**config.mk**
```make
export PLATFORM = sky130hd
export DESIGN_NAME = burst_sequencer
export DESIGN_NICKNAME = d
export VERILOG_FILES = /design/src/rtl/bseq_pkg.sv /design/src/rtl/bseq_phase_ctr.sv /design/src/rtl/bseq_slot.sv /design/src/rtl/bseq_decode.sv /design/src/rtl/burst_sequencer.sv
export SDC_FILE = /design/constraint.sdc
export NUM_CORES = 1
export LEC_CHECK = 0
export ABC_AREA = 1
export BUFFER_PORTS_ARGS = -buffer_cell sky130_fd_sc_hd__buf_4
export CAP_MARGIN = 20
export CORE_MARGIN = 8
export CORE_UTILIZATION = 41
export CTS_BUF_LIST = sky130_fd_sc_hd__clkbuf_16
export DETAILED_ROUTE_END_ITERATION = 10
export SYNTH_ARGS = -nofsm -noshare
export SYNTH_HDL_FRONTEND = slang
export SYNTH_SLANG_ARGS = --single-unit
```
**constraint.sdc**
```tcl
create_clock -name clk -period 4.5 [get_ports clk]
set_input_delay 0 -clock clk [delete_from_list [all_inputs] [get_ports clk]]
set_output_delay 0 -clock clk [all_outputs]
set_load 0.02 [all_outputs]
```
**src/rtl/bseq_pkg.sv**
```systemverilog
package bseq_pkg;

    localparam int unsigned MIN_PERIOD = 3;

    typedef enum logic [2:0] {
        SL_IDLE,
        SL_PRESET,
        SL_RUN,
        SL_EVAL,
        SL_SLEEP
    } slot_e;

    typedef struct packed {
        logic preset;
        logic run;
        logic cnt_clr;
        logic upd;
    } burst_ctl_t;

    function automatic int unsigned clamp_period(int unsigned n);
        return (n < MIN_PERIOD) ? MIN_PERIOD : n;
    endfunction

endpackage

```
**src/rtl/bseq_phase_ctr.sv**
```systemverilog
module bseq_phase_ctr
    import bseq_pkg::*;
#(
    parameter int PW = 8
) (
    input  logic          clk,
    input  logic          rst,
    input  logic          enable,
    input  logic [PW-1:0] period_in,
    output logic          active,
    output logic [PW-1:0] phase
);
    localparam logic [PW-1:0] N_MIN = PW'(MIN_PERIOD);

    logic [PW-1:0] n_lat;
    logic [PW-1:0] n_next;
    logic          wrap;

    assign n_next = PW'(clamp_period(32'(period_in)));
    assign wrap   = (phase == n_lat - PW'(1));

    always_ff @(posedge clk) begin
        if (rst || !enable) begin
            active <= 1'b0;
            phase  <= '0;
            n_lat  <= N_MIN;
        end else if (!active || wrap) begin
            active <= 1'b1;
            phase  <= '0;
            n_lat  <= n_next;
        end else begin
            phase  <= phase + PW'(1);
        end
    end

    // the latched period never drops below the minimum
    p_clamp_r7: assert property (@(posedge clk) disable iff (rst)
        active |-> (n_lat >= N_MIN));

    // the phase stays inside the current period
    p_phase_bound_r6: assert property (@(posedge clk) disable iff (rst)
        active |-> (phase < n_lat));

    // the latched period changes only when a period starts
    p_hold_r8: assert property (@(posedge clk) disable iff (rst)
        (active && enable && phase != n_lat - PW'(1)) |=> $stable(n_lat));
endmodule

```
**src/rtl/bseq_slot.sv**
```systemverilog
module bseq_slot
    import bseq_pkg::*;
#(
    parameter int PW = 8
) (
    input  logic          active,
    input  logic [PW-1:0] phase,
    output slot_e         slot
);
    always_comb begin
        if (!active)                slot = SL_IDLE;
        else if (phase == PW'(0))   slot = SL_PRESET;
        else if (phase == PW'(1))   slot = SL_RUN;
        else if (phase == PW'(2))   slot = SL_EVAL;
        else                        slot = SL_SLEEP;
    end
endmodule

```
**src/rtl/bseq_decode.sv**
```systemverilog
module bseq_decode
    import bseq_pkg::*;
(
    input  slot_e      slot,
    output burst_ctl_t ctl
);
    always_comb begin
        ctl = '0;
        case (slot)
            SL_PRESET: begin
                ctl.preset  = 1'b1;
                ctl.cnt_clr = 1'b1;
            end
            SL_RUN:    ctl.run = 1'b1;
            SL_EVAL:   ctl.upd = 1'b1;
            default:   ctl = '0;
        endcase
    end
endmodule

```
**src/rtl/burst_sequencer.sv**
```systemverilog
module burst_sequencer
    import bseq_pkg::*;
#(
    parameter int PW = 8
) (
    input  logic          clk,
    input  logic          rst,
    input  logic          enable,
    input  logic [PW-1:0] period,
    output logic          preset,
    output logic          run,
    output logic          count_reset,
    output logic          dco_update
);
    logic          active;
    logic [PW-1:0] phase;
    slot_e         slot;
    burst_ctl_t    ctl;

    bseq_phase_ctr #(.PW(PW)) u_ctr (
        .clk       (clk),
        .rst       (rst),
        .enable    (enable),
        .period_in (period),
        .active    (active),
        .phase     (phase)
    );

    bseq_slot #(.PW(PW)) u_slot (
        .active (active),
        .phase  (phase),
        .slot   (slot)
    );

    bseq_decode u_dec (
        .slot (slot),
        .ctl  (ctl)
    );

    assign preset      = ctl.preset;
    assign run         = ctl.run;
    assign count_reset = ctl.cnt_clr;
    assign dco_update  = ctl.upd;

    // enable sampled low leaves every output low
    p_idle_r1: assert property (@(posedge clk) disable iff (rst)
        !enable |=> !(preset || run || count_reset || dco_update));

    // a preset slot is followed by the run slot
    p_run_after_preset_r3: assert property (@(posedge clk) disable iff (rst)
        (preset && enable) |=> run);

    // the run window lasts one cycle
    p_run_single_r3: assert property (@(posedge clk) disable iff (rst)
        run |=> !run);

    // the counter is released while running
    p_clr_released_r4: assert property (@(posedge clk) disable iff (rst)
        run |-> !count_reset);

    // the update strobe follows the run cycle
    p_update_after_run_r5: assert property (@(posedge clk) disable iff (rst)
        (run && enable) |=> dco_update);

    // the update strobe is one cycle wide
    p_update_pulse_r5: assert property (@(posedge clk) disable iff (rst)
        dco_update |=> !dco_update);

    // preset, run and update never overlap
    p_exclusive_r9: assert property (@(posedge clk) disable iff (rst)
        $onehot0({preset, run, dco_update}));
endmodule

```
Word level (Yosys, flattened, before mapping)
Cells that the tools add are included.
{ "word_totals": {"mem_count": 0, "romBits": 0, "inputBits": 11, "elab_cells": 26, "out_inout_bits": 4, "latchBits": 0, "register_bits": 17, "ramBits": 0} }
{ "op_classes": {"n_lt_le_gt_ge": 1, "n_mul": 0, "n_mux": 8, "n_reduce_logical": 6, "n_bitwise": 0, "n_eq_ne": 6, "shift": 0, "n_div": 0, "n_addsub": 2} }
{ "ops": {"columns": ["operator", "n"], "rows": [
  ["two-way mux 3 bit", 4],
  ["adder 8 x 1 -> 8 bit, second input constant", 1],
  ["== test 8 x 1 -> 1 bit, second input constant", 1],
  ["== test 8 x 2 -> 1 bit, second input constant", 1],
  ["== test 8 bit", 1],
  ["zero test 8 bit", 1],
  ["< comparator 8 x 2 -> 1 bit, second input constant", 1],
  ["two-way mux 8 bit", 1],
  ["subtractor 8 x 1 -> 8 bit, second input constant", 1],
  ["== test 3 x 2 -> 1 bit, second input constant", 2],
  ["== test 3 x 1 -> 1 bit, second input constant", 1],
  ["two-way mux 1 bit", 3],
  ["zero test 1 bit", 2],
  ["logical OR 1 bit", 2],
  ["OR reduction 2 bit", 1]
]} }

Depth between registers and ports, before layout
{ "logic_depth": {"word_depth": 7, "depth_mapped": 14, "depth_no_buf": 13} }

Hierarchy
Synthesis repeated with hierarchy kept, for this count alone.
{ "unflattened": {"hier_cells": 172, "area_unflattened_um2": 1117.3} }
{ "by_module_without_submodules": {"columns": ["module", "seq_area_each_um2", "n_inst", "area_each_um2", "cells_each"], "rows": [
  ["bseq_phase_ctr", 340.3, 1, 1003.5, 150],
  ["bseq_slot", 0.0, 1, 80.1, 14],
  ["bseq_decode", 0.0, 1, 33.8, 8]
]} }

Worst setup path before layout
No wires, ideal clock.
{ "synth_timing": {"kind": "register -> register", "startpoint": "register u_ctr.n_lat[0]", "endpoint": "register u_ctr.n_lat[2]", "period_less_slack_ns": 1.701, "setup_time_ns": 0.115, "path_slack_ns": 2.799, "arrival_ns": 1.586, "t_required_ns": 4.385, "n_path_buf": 1, "stages_incl_launch_ff": 14, "path_cell_list": "dfxtp_1 -> inv_2 -> ha_1 -> nand2_1 -> inv_1 -> nor2_1 -> nand2_1 -> nor2_1 -> nand3_1 -> nor2_2 -> nand3_4 -> buf_6 -> a21oi_1 -> nor2_1"} }
{ "synth_via": {"elab_chain_len": 3} }
{ "synth_rtl": {"columns": ["item", "line", "source"], "rows": [
  ["start: declaration", "bseq_phase_ctr.sv:15", "logic [PW-1:0] n_lat;"],
  ["start signal: assignment", "bseq_phase_ctr.sv:30", "n_lat <= n_next;"],
  ["subtractor 8 x 1 -> 8 bit", "bseq_phase_ctr.sv:20", "assign wrap = (phase == n_lat - PW'(1));"],
  ["== test 8 bit", "bseq_phase_ctr.sv:20", null],
  ["logical OR 1 bit", "bseq_phase_ctr.sv:27", "end else if (!active || wrap) begin"]
]} }
No other way between the ends.
A chain may end at the register's enable or synchronous reset.

Worst setup path after layout
{ "layout_timing": {"startpoint": "register u_ctr.n_lat[0]", "endpoint": "register u_ctr.phase[7]"} }
{ "layout_via": {"elab_chain_len": 4} }
{ "layout_rtl": {"columns": ["item", "line", "source"], "rows": [
  ["subtractor 8 x 1 -> 8 bit", "bseq_phase_ctr.sv:20", null],
  ["== test 8 bit", "bseq_phase_ctr.sv:20", null],
  ["logical OR 1 bit", "bseq_phase_ctr.sv:27", null],
  ["OR reduction 2 bit (no line)", null, null],
  ["end signal: assignment", "bseq_phase_ctr.sv:32", "phase <= phase + PW'(1);"],
  ["end: declaration", "bseq_phase_ctr.sv:11", "output logic [PW-1:0] phase"]
]} }
No other way between the ends.

==> run summary <==
The post-synth design cell area came out at 1112 sq um. The number of nets still failing antenna checks after routing is 0. The average vias per placed instance is 4.645. The launching element of the worst setup path is u_ctr.n_lat[0]. The leakage power is 0.6351 nW. The total I/O pin count came out at 15. The count of instances resized after the clock tree is built came out at 0.

The fmax is 516.0 MHz. The run finished with clean final reports. The biggest area contributor in the post-synthesis netlist is sky130_fd_sc_hd__dfxtp_1. The number of buffers inserted by post-CTS setup repair came out at 0. The tree is rooted in a sky130_fd_sc_hd__clkbuf_16. The number of warnings issued by yosys is 0. The via count of the first global-routing pass is 972. The hold violation count in the final report was 0.

The number of failing setup endpoints in the final timing report came out at 0. The switching power of the nets came out at 0.09348 mW. The combinational share of power came out at 13.1%. The global-route wire length before repair came out at 4.098 mm. The die height came out at 68.09 um.

The number of optimization iterations in the first detailed-route pass is 5. The dominant register cell in the synthesized netlist is sky130_fd_sc_hd__dfxtp_1. The ratio of total power to cell area came out at 288.4 nW/um^2. No sink is reached through more buffers than the 2 on the longest clock path. In this run the most critical hold path is launched from period[5]. In this run the critical register-to-register path is launched from u_ctr.n_lat[0].

The first routing iteration left 42 violations. The global placement routability congestion came out at 0.8171. The worst setup path is captured at a flop.

The total congestion overflow after global routing is 0. Net switching is 23.83% of the power. The later-pin clock latency in the skew report is 250 ps.

For the pin with the worst max-slew slack, the measured transition is 582.8 ps. On the critical path, the stage with the largest delay is an instance of sky130_fd_sc_hd__dfxtp_1. The post-cts hold buffer count came out at 5. The final routed DRC violation total came out at 0. Ranked by total cell area, the synthesized netlist is headed by sky130_fd_sc_hd__dfxtp_1 31%, sky130_fd_sc_hd__nand2_1 12%, sky130_fd_sc_hd__nor2_1 9.1%, sky130_fd_sc_hd__nand3_1 8.1%, sky130_fd_sc_hd__inv_1 7.1%. The max-slew violation count is 0. The instance count along the most critical hold path came out at 3. In this run the worst hold path is classified as primary input to flop.

The critical-path maximum fanout came out at 16. The fraction of power consumed by sequential logic came out at 41.1%. Internal power comes to 0.2987 mW. The average routed wire per standard cell is 10.55 um.

The sequential-to-total area share from yosys stat is 30.60%. The pre-CTS setup slack came out at 2558 ps. The starting density of the core is 41.78%. The top cell family by delay on the critical path is simple AND/OR/NAND/NOR gates. The core area came out at 2663 sq um. After floorplanning, the core was divided into 19 placement rows. The post-route non-filler standard cell count is 220. The mean area per synthesized cell is 6.543 sq um. The critical path goes through inv_2 > ha_1 > nand2_1 > inv_1 > nor2_1 > nand2_1 > nor2_1 > nand3_1 > nor2_2 > nand3_4 > nand3_1 > nor2_1.

The critical path in this run is classified as flop to flop. The part of the total power dissipated in the clock network is 45.8%. At the worst endpoint, the required time is 4630 ps.

Entering global routing, the biggest net connects 18 pins. The clock tree skew after final layout is 3.746 ps. The summed negative setup slack over all endpoints is 0 ps. The total wire length after detailed routing is 2.322 mm.

The number of clock sinks seen by CTS is 17. The worst hold path terminates at u_ctr.n_lat[5]. The detailed-placement wirelength estimate came out at 1.874 mm. The async set-reset flop share out of synthesis is 0%. Yosys instantiated no cell more often than sky130_fd_sc_hd__nand2_1. The fraction of final layout cells with drive strength greater than 1 came out at 16.40%. The H-tree depth came out at 1. The via total after detailed routing is 1022. The peak supply drop came out at 0.1717 mV. The design draws 0.3922 mW. Counting distinct cell types in the post-synthesis netlist gives 22. The endpoint identified for the worst register-to-register timing path is u_ctr.phase[7]. The count of port buffers added during placement came out at 14. The portion of synthesized cell area occupied by the leading cell type came out at 30.60%. The worst-case headroom to the max-slew limit came out at 61.09%. Setup slack on the worst reg-to-reg path comes out at 2560 ps. The final-layout worst hold slack came out at 8.773 ps.

Counting instances in the post-synthesis netlist gives the leading cell types as 37 x sky130_fd_sc_hd__nand2_1, 27 x sky130_fd_sc_hd__nor2_1, 21 x sky130_fd_sc_hd__inv_1. The post-layout worst setup margin came out at 2562 ps. The number of cells on the worst reg-to-reg path came out at 12. The portion of the clock cycle consumed by the worst path in the final layout is 43.07%.

TritonCTS built the clock tree. The flip-flop and latch count after synthesis came out at 17. Buffers inserted during clock tree synthesis total 3. The arrival time at the worst endpoint came out at 2070 ps. The delay of the slowest cell on the worst path is 360 ps. The area of the die came out at 4636 sq um. The count of nets after finishing is 206. The number of antenna diodes came out at 0. The initial antenna violation count came out at 0. The number of nets produced by synthesis came out at 186. The global router's overall resource usage came out at 11.46%. The cell total after placement came out at 211.

The die extent in x came out at 68.09 um. The critical path contains buffers and inverters numbering 2 combined. The minimum clock period after layout is 1938 ps. The cell with the most instances on the worst path is sky130_fd_sc_hd__nor2_1. The number of enable flip-flop cells after synthesis is 0. The clock transition at the registers of the reported paths is 50 ps. The worst setup path is launched from a flop. The synthesized instance count came out at 170. The max-capacitance violation count is 0. Setup repair after global routing left no endpoint under its margin. From synthesis to final layout, the design area changed by 22.27%.
==> power by group through the flow <==
stage,Sequential [mW],Clock [mW],Combinational (mW)
2_1_floorplan,0.161,0,0.0380
3_3_place_gp,0.164,0,0.0476
3_5_place_dp,0.164,0,0.0485
4_1_cts,0.161,0.184,0.0521
5_1_grt,0.162,0.192,0.0589
6_report,0.161,0.179,0.0516
==> worst register-to-register path, cell delays in order, from the launching register on <==
cell and delay, ps:
sky130_fd_sc_hd__dfxtp_1 360, sky130_fd_sc_hd__inv_2 70, sky130_fd_sc_hd__ha_1 300, sky130_fd_sc_hd__nand2_1 60, sky130_fd_sc_hd__inv_1 40, sky130_fd_sc_hd__nor2_1 70
sky130_fd_sc_hd__nand2_1 50, sky130_fd_sc_hd__nor2_1 100, sky130_fd_sc_hd__nand3_1 80, sky130_fd_sc_hd__nor2_2 130, sky130_fd_sc_hd__nand3_4 180, sky130_fd_sc_hd__nand3_1 300
sky130_fd_sc_hd__nor2_1 80
==> final cells by class <==
cell class                      count  area (sq um)
Fill cell                         263          1303
Clock buffer                        3         75.07
Sequential cell                    17         340.3
Multi-Input combinational cell    122         641.9
Clock inverter                      1         7.507
Tap cell                           31         38.79
Timing Repair Buffer               19         155.1
Inverter                           27         101.3
==> metrics by stage <==
| stage | utilization [%] | area (sq um) |
|---|---|---|
| 3_3_place_gp | 46.10 | 1227 |
| 3_5_place_dp | 46.10 | 1227 |
| 5_1_grt | 51.08 | 1360 |
| 2_1_floorplan | - | 1112 |
| 6_report | 51.08 | 1360 |
| 4_1_cts | 51.08 | 1360 |
==> flip-flops by register name, indices dropped and copies added (netlist names) <==
| name | flops |
|---|---|
| u_ctr.phase | 8 |
| u_ctr.active | 1 |
| u_ctr.n_lat | 8 |
==> cells by family after synthesis <==
kind of cell / synth area share, %
xor gates and xnor gates: 7.087
AOI/OAI and AO/OA: 6.637
DFF: 30.60
adders and majority gates: 5.624
and+or+nand+nor: 38.36
buffers and inverters: 11.70
==> metal layers <==
| layer | track usage, % | wire length (um) |
|---|---|---|
| met1 | 13.23 | 1069 |
| met2 | 19.11 | 1058 |
| met3 | 2.782 | 139 |
| met4 | 6.138 | 54 |
| met5 | 0 | 0 |
==> worst max path at each step <==
stage	endpoint	slack (ps)	depth (start not counted)
finish	u_ctr.phase[7]	2560	12
global route	u_ctr.phase[0]	2300	12
CTS	u_ctr.phase[5]	2550	12
detailed placement	u_ctr.phase[5]	2560	12
global placement	u_ctr.phase[7]	2610	12
floorplan	u_ctr.n_lat[2]	2800	13
==> placed cells by master (no fill, tap or decap), types with 2 or more instances in the layout <==
| cell type | count |
|---|---|
| sky130_fd_sc_hd__o21ai_0 | 4 |
| sky130_fd_sc_hd__nor4_1 | 3 |
| sky130_fd_sc_hd__inv_2 | 6 |
| sky130_fd_sc_hd__xor2_1 | 7 |
| sky130_fd_sc_hd__nand3_2 | 3 |
| sky130_fd_sc_hd__ha_1 | 5 |
| sky130_fd_sc_hd__a21oi_1 | 8 |
| sky130_fd_sc_hd__dlygate4sd3_1 | 5 |
| sky130_fd_sc_hd__dfxtp_1 | 17 |
| sky130_fd_sc_hd__nand2_1 | 37 |
| sky130_fd_sc_hd__nand3_1 | 18 |
| sky130_fd_sc_hd__inv_1 | 21 |
| sky130_fd_sc_hd__buf_4 | 14 |
| sky130_fd_sc_hd__clkbuf_16 | 3 |
| sky130_fd_sc_hd__xnor2_1 | 2 |
| sky130_fd_sc_hd__nor2_1 | 27 |
| sky130_fd_sc_hd__nor2_2 | 3 |
(Power assumes the default switching activity.)
